===== src/rtl/sram_ser_pkg.sv =====
package sram_ser_pkg;

  typedef enum logic [2:0] {
    ST_IDLE, ST_INSTR, ST_RWAIT, ST_RDATA, ST_WDATA, ST_DONE
  } ser_state_t;

  localparam logic [2:0] OP_READ   = 3'b110;
  localparam logic [2:0] OP_WRITE  = 3'b011;
  localparam logic [2:0] OP_RECALL = 3'b101;
  localparam logic [2:0] OP_WEN    = 3'b100;
  localparam logic [2:0] OP_WDIS   = 3'b000;
  localparam logic [2:0] OP_STORE  = 3'b001;
  localparam logic [2:0] OP_SLEEP  = 3'b010;

  // Only the read opcode starts with 11, so a read is known after two opcode bits.
  function automatic logic is_read_prefix(input logic [1:0] hi);
    return hi == OP_READ[2:1];
  endfunction

  function automatic logic [2:0] full_opcode(input logic [1:0] hi, input logic lo);
    return {hi, lo};
  endfunction

endpackage


===== src/rtl/sram_ser_sampler.sv =====
module sram_ser_sampler #(
  parameter int N = 4
) (
  input  logic         clk,
  input  logic         rst_n,
  input  logic [N-1:0] lvl,
  output logic [N-1:0] prev
);
  for (genvar i = 0; i < N; i++) begin : g_bit
    always_ff @(posedge clk) begin
      if (!rst_n) prev[i] <= 1'b0;
      else        prev[i] <= lvl[i];
    end
  end
endmodule


===== src/rtl/sram_ser_store.sv =====
module sram_ser_store #(
  parameter int ADDR_W = 4,
  parameter int DATA_W = 16,
  localparam int DEPTH = 1 << ADDR_W
) (
  input  logic                      clk,
  input  logic                      rst_n,
  input  logic                      wr_en,
  input  logic [ADDR_W-1:0]         wr_addr,
  input  logic [DATA_W-1:0]         wr_data,
  input  logic                      do_store,
  input  logic                      do_recall,
  input  logic [ADDR_W-1:0]         rd_addr,
  output logic [DATA_W-1:0]         rd_word,
  output logic [DEPTH*DATA_W-1:0]   mem_flat,
  output logic [DEPTH*DATA_W-1:0]   shadow_flat
);
  logic [DATA_W-1:0] ram    [DEPTH];
  logic [DATA_W-1:0] shadow [DEPTH];

  for (genvar w = 0; w < DEPTH; w++) begin : g_word
    always_ff @(posedge clk) begin
      if (!rst_n) begin
        ram[w]    <= '0;
        shadow[w] <= '0;
      end else begin
        // recall outranks a same-cycle write commit
        if (do_recall)                                   ram[w] <= shadow[w];
        else if (wr_en && wr_addr == ADDR_W'(w))         ram[w] <= wr_data;
        if (do_store)                                    shadow[w] <= ram[w];
      end
    end
    assign mem_flat[w*DATA_W +: DATA_W]    = ram[w];
    assign shadow_flat[w*DATA_W +: DATA_W] = shadow[w];
  end

  assign rd_word = ram[rd_addr];
endmodule


===== src/rtl/sram_ser_ctrl.sv =====
module sram_ser_ctrl
  import sram_ser_pkg::*;
#(
  parameter int ADDR_W = 4,
  parameter int DATA_W = 16,
  localparam int INS_W = 1 + ADDR_W + 3,
  localparam int BC_W  = $clog2(INS_W),
  localparam int DC_W  = $clog2(DATA_W + 1)
) (
  input  logic              clk,
  input  logic              rst_n,
  input  logic              ser_cs,
  input  logic              ser_din,
  input  logic              sclk_rise,
  input  logic              sclk_fall,
  input  logic              cs_fall,
  input  logic              recall_any,
  input  logic [DATA_W-1:0] rd_word,
  output logic [ADDR_W-1:0] rd_addr,
  output logic [ADDR_W-1:0] wr_addr,
  output logic [DATA_W-1:0] wr_data,
  output logic              ev_commit,
  output logic              store_cmd,
  output logic              recall_cmd,
  output logic              cmd_exec,
  output logic              dout,
  output logic              dout_en,
  output logic              wen,
  output logic              sleeping
);
  ser_state_t        state;
  logic [ADDR_W+1:0] ins_sh;
  logic [BC_W-1:0]   bcnt;
  logic [DC_W-1:0]   dcnt;
  logic [DATA_W-1:0] rd_sh;
  logic [2:0]        op_now;

  assign rd_addr    = ins_sh[ADDR_W+1:2];
  assign op_now     = full_opcode(ins_sh[1:0], ser_din);
  assign cmd_exec   = ser_cs && sclk_rise && state == ST_INSTR && bcnt == BC_W'(INS_W - 1);
  assign store_cmd  = cmd_exec && op_now == OP_STORE && wen;
  assign recall_cmd = cmd_exec && op_now == OP_RECALL;
  assign ev_commit  = cs_fall && state == ST_WDATA && dcnt == DC_W'(DATA_W);
  assign dout       = dout_en & rd_sh[DATA_W-1];

  always_ff @(posedge clk) begin
    if (!rst_n) begin
      state    <= ST_IDLE;
      ins_sh   <= '0;
      bcnt     <= '0;
      dcnt     <= '0;
      rd_sh    <= '0;
      wr_data  <= '0;
      wr_addr  <= '0;
      dout_en  <= 1'b0;
      wen      <= 1'b0;
      sleeping <= 1'b0;
    end else begin
      if (!ser_cs) begin
        state   <= ST_IDLE;
        ins_sh  <= '0;
        bcnt    <= '0;
        dcnt    <= '0;
        dout_en <= 1'b0;
      end else begin
        unique case (state)
          ST_IDLE: if (sclk_rise && ser_din) begin
            ins_sh <= '0;
            bcnt   <= BC_W'(1);
            state  <= ST_INSTR;
          end
          ST_INSTR: if (sclk_rise) begin
            if (bcnt == BC_W'(INS_W - 1)) begin
              wr_addr <= rd_addr;
              dcnt    <= '0;
              state   <= ST_DONE;
              if (is_read_prefix(ins_sh[1:0])) begin
                if (!sleeping) begin
                  rd_sh <= rd_word;
                  state <= ST_RWAIT;
                end
              end else begin
                unique case (op_now)
                  OP_WRITE: if (wen && !sleeping) state <= ST_WDATA;
                  OP_WEN:   wen <= 1'b1;
                  OP_WDIS:  wen <= 1'b0;
                  OP_SLEEP: sleeping <= 1'b1;
                  default:  ;
                endcase
              end
            end else begin
              ins_sh <= {ins_sh[ADDR_W:0], ser_din};
              bcnt   <= bcnt + BC_W'(1);
            end
          end
          ST_RWAIT: if (sclk_fall) begin
            dout_en <= 1'b1;
            dcnt    <= DC_W'(1);
            state   <= ST_RDATA;
          end
          ST_RDATA: if (sclk_rise) begin
            if (dcnt == DC_W'(DATA_W)) begin
              dout_en <= 1'b0;
              state   <= ST_DONE;
            end else begin
              rd_sh <= {rd_sh[DATA_W-2:0], 1'b0};
              dcnt  <= dcnt + DC_W'(1);
            end
          end
          ST_WDATA: if (sclk_rise) begin
            if (dcnt == DC_W'(DATA_W)) state <= ST_DONE;
            else begin
              wr_data <= {wr_data[DATA_W-2:0], ser_din};
              dcnt    <= dcnt + DC_W'(1);
            end
          end
          default: ;
        endcase
      end
      if (recall_any) sleeping <= 1'b0;
    end
  end
endmodule


===== src/rtl/sram_ser_top.sv =====
module sram_ser_top #(
  parameter int ADDR_W = 4,
  parameter int DATA_W = 16
) (
  input  logic clk,
  input  logic rst_n,
  input  logic ser_cs,
  input  logic ser_clk,
  input  logic ser_din,
  output logic ser_dout,
  output logic ser_dout_en,
  input  logic store_pin,
  input  logic recall_pin
);
  localparam int DEPTH  = 1 << ADDR_W;
  localparam int FLAT_W = DEPTH * DATA_W;

  logic [3:0] pins_now, pins_prev;
  logic sclk_rise, sclk_fall, cs_fall, store_rise, recall_rise;
  logic ev_commit, ev_store, ev_recall, store_cmd, recall_cmd, cmd_exec;
  logic wen, sleeping;
  logic [ADDR_W-1:0] rd_addr, wr_addr;
  logic [DATA_W-1:0] rd_word, wr_data;
  logic [FLAT_W-1:0] mem_flat, shadow_flat;

  assign pins_now = {recall_pin, store_pin, ser_cs, ser_clk};

  sram_ser_sampler #(.N(4)) u_samp (
    .clk(clk), .rst_n(rst_n), .lvl(pins_now), .prev(pins_prev)
  );

  assign sclk_rise   =  pins_now[0] & ~pins_prev[0];
  assign sclk_fall   = ~pins_now[0] &  pins_prev[0];
  assign cs_fall     = ~pins_now[1] &  pins_prev[1];
  assign store_rise  =  pins_now[2] & ~pins_prev[2];
  assign recall_rise =  pins_now[3] & ~pins_prev[3];
  assign ev_store    = store_cmd | store_rise;
  assign ev_recall   = recall_cmd | recall_rise;

  sram_ser_ctrl #(.ADDR_W(ADDR_W), .DATA_W(DATA_W)) u_ctrl (
    .clk(clk), .rst_n(rst_n), .ser_cs(ser_cs), .ser_din(ser_din),
    .sclk_rise(sclk_rise), .sclk_fall(sclk_fall), .cs_fall(cs_fall),
    .recall_any(ev_recall), .rd_word(rd_word), .rd_addr(rd_addr),
    .wr_addr(wr_addr), .wr_data(wr_data), .ev_commit(ev_commit),
    .store_cmd(store_cmd), .recall_cmd(recall_cmd), .cmd_exec(cmd_exec),
    .dout(ser_dout), .dout_en(ser_dout_en), .wen(wen), .sleeping(sleeping)
  );

  sram_ser_store #(.ADDR_W(ADDR_W), .DATA_W(DATA_W)) u_store (
    .clk(clk), .rst_n(rst_n), .wr_en(ev_commit), .wr_addr(wr_addr),
    .wr_data(wr_data), .do_store(ev_store), .do_recall(ev_recall),
    .rd_addr(rd_addr), .rd_word(rd_word), .mem_flat(mem_flat),
    .shadow_flat(shadow_flat)
  );
endmodule


===== config.mk =====
export PLATFORM = sky130hd
export DESIGN_NAME = sram_ser_top
export DESIGN_NICKNAME = d
export VERILOG_FILES = /design/src/rtl/sram_ser_pkg.sv /design/src/rtl/sram_ser_sampler.sv /design/src/rtl/sram_ser_store.sv /design/src/rtl/sram_ser_ctrl.sv /design/src/rtl/sram_ser_top.sv
export SDC_FILE = /design/constraint.sdc
export NUM_CORES = 1
export LEC_CHECK = 0
export ABC_AREA = 1
export BUFFER_PORTS_ARGS = -buffer_cell sky130_fd_sc_hd__buf_2
export CORE_MARGIN = 2
export CORE_UTILIZATION = 31
export DETAILED_ROUTE_END_ITERATION = 10
export GPL_TIMING_DRIVEN = 0
export PLACE_DENSITY_LB_ADDON = 0.15
export SYNTH_ARGS = -nofsm -noshare
export SYNTH_HDL_FRONTEND = slang
export SYNTH_SLANG_ARGS = --single-unit
export TNS_END_PERCENT = 100

===== constraint.sdc =====
create_clock -name clk -period 6.25 [get_ports clk]
set_input_delay 0.9375 -clock clk [delete_from_list [all_inputs] [get_ports clk]]
set_output_delay 0.9375 -clock clk [all_outputs]
set_load 0.005 [all_outputs]

# [After elaboration in Yosys (flattened, before gate mapping)]
# Memories as Yosys holds them, arrays and structs flattened. A register that Yosys moved wholly into a read port is not among the register bits.
# Index checks and enable logic that the tools add are counted.
[classes] n_eq_ne=40 mux=157 add_sub_neg=2 n_reduce_logical=48 n_bitwise=64
[op_table] cell="16-bit two-way mux" n=54
[op_table] cell="1-bit two-way mux" n=75
[op_table] cell="1-bit bitwise OR" n=50
[op_table] cell="3-bit two-way mux" n=11
[op_table] cell="4-bit equality test, second input constant" n=8
[op_table] cell="16-bit case mux with 2 select lines" n=1
[op_table] cell="1-bit logical AND" n=26
[op_table] cell="5-bit two-way mux" n=5
[op_table] cell="6-bit two-way mux" n=3
[op_table] cell="6-bit AND reduction" n=3
[op_table] cell="4-bit by 3-bit equality test with 1-bit output, second input constant" n=4
[op_table] cell="4-bit AND reduction" n=4
[op_table] cell="5-bit case mux with 3 select lines" n=1
[op_table] cell="2-bit inequality test, second input constant" n=7
[op_table] cell="3-bit by 2-bit equality test with 1-bit output, second input constant" n=4
[op_table] cell="3-bit equality test, second input constant" n=4
[op_table] cell="2-bit by 1-bit inequality test with 1-bit output, second input constant" n=6
[op_table] cell="3-bit case mux with 4 select lines" n=1
[op_table] cell="6-bit case mux with 2 select lines" n=1
[op_table] cell="4-bit by 2-bit equality test with 1-bit output, second input constant" n=2
[op_table] cell="4-bit two-way mux" n=2
[op_table] cell="1-bit inverter" n=8
[op_table] cell="8-bit AND reduction" n=1
[op_table] cell="2-bit nonzero test" n=4
[op_table] cell="other kinds (17)" n=26
[word_totals] mem_bits_rw=512 reg_bits=60 memories=2 out_inout_bits=2 in_bits=7
[memory_table] name="u_store.ram" depth=16 word_bits=16 rd=17 rd_clocked_by_memory_dff=1 wr=16 line_no="sram_ser_store.sv:18" rtl="logic [DATA_W-1:0] ram [DEPTH];"
[memory_table] name="u_store.shadow" depth=16 word_bits=16 rd=16 rd_clocked_by_memory_dff=0 wr=16 line_no="sram_ser_store.sv:19" rtl="logic [DATA_W-1:0] shadow [DEPTH];"

# [Logic depth before layout (Yosys ltp)]
[logic_depth] depth_word=12 depth_mapped=14

# [Modules after synthesis]
# From an unflattened synthesis, not the netlist that was laid out.
[hier_totals] hier_cells=2719 area_unflattened_um2=26166.3
[by_module_without_submodules] module="sram_ser_store" n_inst=1 seq_area_each_um2=15374.7 cells_per_inst=2276 area_each_um2=23211.0
[by_module_without_submodules] module="sram_ser_ctrl" n_inst=1 seq_area_each_um2=1121.1 cells_per_inst=417 area_each_um2=2792.7
[by_module_without_submodules] module="sram_ser_sampler" n_inst=1 seq_area_each_um2=80.1 cells_per_inst=12 area_each_um2=110.1
[by_module_without_submodules] module="sram_ser_top" n_inst=1 seq_area_each_um2=0.0 cells_per_inst=14 area_each_um2=52.6

# [Least setup slack after synthesis]
# OpenSTA, ideal clock, no wires.
[synth_timing] path_type="input to register" from="in ser_clk" to="mem u_store.shadow[0][0], enable pin" path_stages=7 setup_ns=0.511 path_slack_ns=0.997 required_time_ns=5.739 arrival_time_ns=4.741 path_cell_list="nand2_1 nor2_1 inv_2 nor2_2 inv_1 o22ai_1 or2_2"
[synth_lines] item="start, declared" line_no="sram_ser_top.sv:8" rtl="input logic ser_clk,"
[synth_lines] item="end, declared" line_no="sram_ser_store.sv:19"

==> impl_metrics.toml <==
[sta]
worst_pin_slew_ns = 1.49
rsz0062_at_grt = "no"
fin_crit_ns = 3.87
slew_headroom = 0.00824
setup_violations = 0
hold-worst-slack_ns = 0.466
finClkSkew_ns = 0.0383
fmaxAchievable_ghz = 0.258
hold_violations = 0
layout_worst_path_cycle_share = 0.619
slew_viol_final = 0

[floorplanning]
core_sq_um = 83800
dieWidth_microns = 295
io_pins = 9
num_rows = 106
start_util = 0.314
dieHeight_microns = 295
die-area_sq_um = 87300

[global_route]
grt_overflow = 0
grt_pass1_vias = 20600
gr-usage-all-layers = 0.223
grt_max_degree = 58
grt_pass1_wl_microns = 141000
antenna_found_initial = 0

[setup_path]
cp-start-kind = "register"
crit_required_ns = 6.72
cp-end-kind = "register"
reg2reg_to = "u_ctrl.rd_sh[8]"
path_class = "register to register"
r2r_cells = 10
critPathArrivalTime_ns = 4.34
cp_max_fo = 10
reg2reg_slack_ns = 2.38

[route]
ant_nets = 0
firstDrtPassIters = 6
vias_per_cell = 5.05
drc = 0
wirelength_microns = 96900
num_vias = 20900
routedWlPerCell_microns = 23.3
drt_iter0_markers = 2333

[synthesis]
synth_top_cell_by_area = "edfxtp_1"
ys_seq_elements = 576
synthCells = 2876
synth_flop_cell = "edfxtp_1"
synth_top_area_share = 0.584
syn-num-nets = 2887
synthTopCellsByArea = "edfxtp_1, nand2_1, nand3_1"
synth_most_common_cell = "nand2_1"
syn_area_per_cell_sq_um = 9.15
async_flop_share = 0
synth_edf_count = 512
yosysUniqueCellTypes = 36
yosys_warnings = 0
synth_area_sq_um = 26300
yosysSeqAreaShare = 0.633
synth_common_cells = "nand2_1, edfxtp_1, nand3_1, nor2_1, inv_1"

[clock_network]
cts_resized = 0
cts_tree = "yes"
ctsRootBufferMaster = "clkbuf_16"
post_cts_buffers = 0
clk_pin_slew_ns = 0.06
numCtsBuffers = 68
htreeDepth = 3
worstSkewPairLatency_ns = 0.63
cts.path.max_buffers = 3
hold_buffers = 0
cts_sinks = 576

[power_and_ir_drop]
ir_drop_v = 0.000183
powerDensity_nw_per_um2 = 301
p_leak_nw = 12.6

[placement]
place_congestion = 0.914
port_buffers = 8
placed_area_sq_um = 27900
dp_hpwl_microns = 67600

[cells_and_area]
regArea_sq_um = 16700
finalNetCount = 2971
area_growth_pct = 14.5
drive_above_1_share = 0.0657
fin_area_sq_um = 30100
multi_input_area_sq_um = 7690
post-route-util = 0.360
fill_cells = 8720

[hold_path]
hold_path_depth = 2
hold_class = "register to register"
hold_path_end = "u_ctrl.rd_sh[10]"
hp-start = "u_ctrl.rd_sh[10]"

[run_status]
status = "finished clean"

[job]
cap_violations = 0
==> sequential cells by signal, indices dropped and copies added (netlist names), named ones only <==
signal / count
u_ctrl.rd_sh: 16
u_ctrl.state: 3
u_ctrl.bcnt: 3
u_ctrl.sleeping: 1
u_store.ram: 256
u_ctrl.ins_sh: 6
u_ctrl.dout_en: 1
u_ctrl.wen: 1
u_ctrl.wr_data: 16
u_ctrl.wr_addr: 4
u_ctrl.dcnt: 5
u_samp.prev: 4
u_store.shadow: 256
==> worst max-delay path: stages, from the launching register on <==
cell and delay [ns]:
dfxtp_1 0.31, clkbuf_1 0.58, clkbuf_1 0.58, clkbuf_1 1.02, nand2_1 0.19, nand3_1 0.22, nand3_1 0.13, nand3_1 0.26
nand3_1 0.22, nand2_1 0.12, a21oi_1 0.06
==> logic make-up after synthesis <==
group	synth area share
xor gates and xnor gates	0.000665
buffers and inverters	0.0755
adders and majority gates	0.00190
DFF	0.633
and+or+nand+nor	0.264
AOI/OAI and AO/OA	0.0257
==> worst max-delay path by stage <==
stage / from / end / depth (start not counted)
4_1_cts: register / u_ctrl.rd_sh[8] / 10
2_1_floorplan: ser_clk / u_store.shadow[0][0] / 7
6_report: register / u_ctrl.rd_sh[8] / 10
3_5_place_dp: rst_n / u_store.ram[15][7] / 5
5_1_grt: u_ctrl.dcnt[0] / u_store.ram[11][15] / 9
3_3_place_gp: ser_clk / u_store.shadow[4][9] / 8
==> cell usage in the layout, fill, tap and decap left out, types with 4 or more instances in the layout <==
cell / netlist / layout
a21oi_1: 49 / 49
a22oi_1: 8 / 8
buf_1: 21 / 21
buf_16: 0 / 5
buf_2: 29 / 37
buf_4: 29 / 29
bufinv_16: 0 / 4
clkbuf_1: 93 / 102
clkbuf_16: 0 / 72
clkinv_1: 3 / 18
clkinv_2: 0 / 14
dfxtp_1: 64 / 64
edfxtp_1: 512 / 512
ha_1: 4 / 4
inv_1: 307 / 307
inv_2: 4 / 4
nand2_1: 889 / 889
nand3_1: 416 / 416
nand4_1: 10 / 10
nor2_1: 335 / 335
nor2_2: 10 / 10
nor3_1: 7 / 7
o211ai_1: 5 / 5
o21ai_0: 55 / 54
o21ai_1: 9 / 9
==> cell type report <==
| class | count | share of cell area |
|---|---|---|
| Clock buffer | 86 | 0.0622 |
| Antenna cell | 1 | 0.0000830 |
| Tap cell | 1134 | 0.0471 |
| Sequential cell | 576 | 0.553 |
| Multi-Input combinational cell | 1812 | 0.255 |
| Clock inverter | 39 | 0.0105 |
| Timing Repair Buffer | 14 | 0.00639 |
| Buffer | 173 | 0.0267 |
| Inverter | 315 | 0.0393 |
==> power breakdown <==
group / internal [mW] / switching [mW] / total [mW]
Clock: 2.30 / 1.69 / 3.99
Sequential: 4.44 / 0.0720 / 4.51
Combinational: 0.120 / 0.442 / 0.562
==> metal layers <==
metal	wire (microns)	share of wire	GRT usage	vias up
li1	-	-	-	9535
met1	42600	0.44	0.309	10400
met2	43800	0.45	0.349	811
met3	6540	0.067	0.0347	176
met4	3830	0.040	0.0888	0
met5	0	0	0	-
==> per-stage QoR <==
step           instances  worst slack (ns)  setup TNS, ns  power [mW]
2_1_floorplan       2876             0.997              0        4.90
3_3_place_gp        4018             -1.58        -400.57        5.15
3_5_place_dp        4024              1.98              0        5.15
4_1_cts             4149              2.54              0        9.11
5_1_grt             4149              2.39              0        9.33
6_report            4150              2.38              0        9.06
Note: power is estimated with default switching activity, not from simulation.
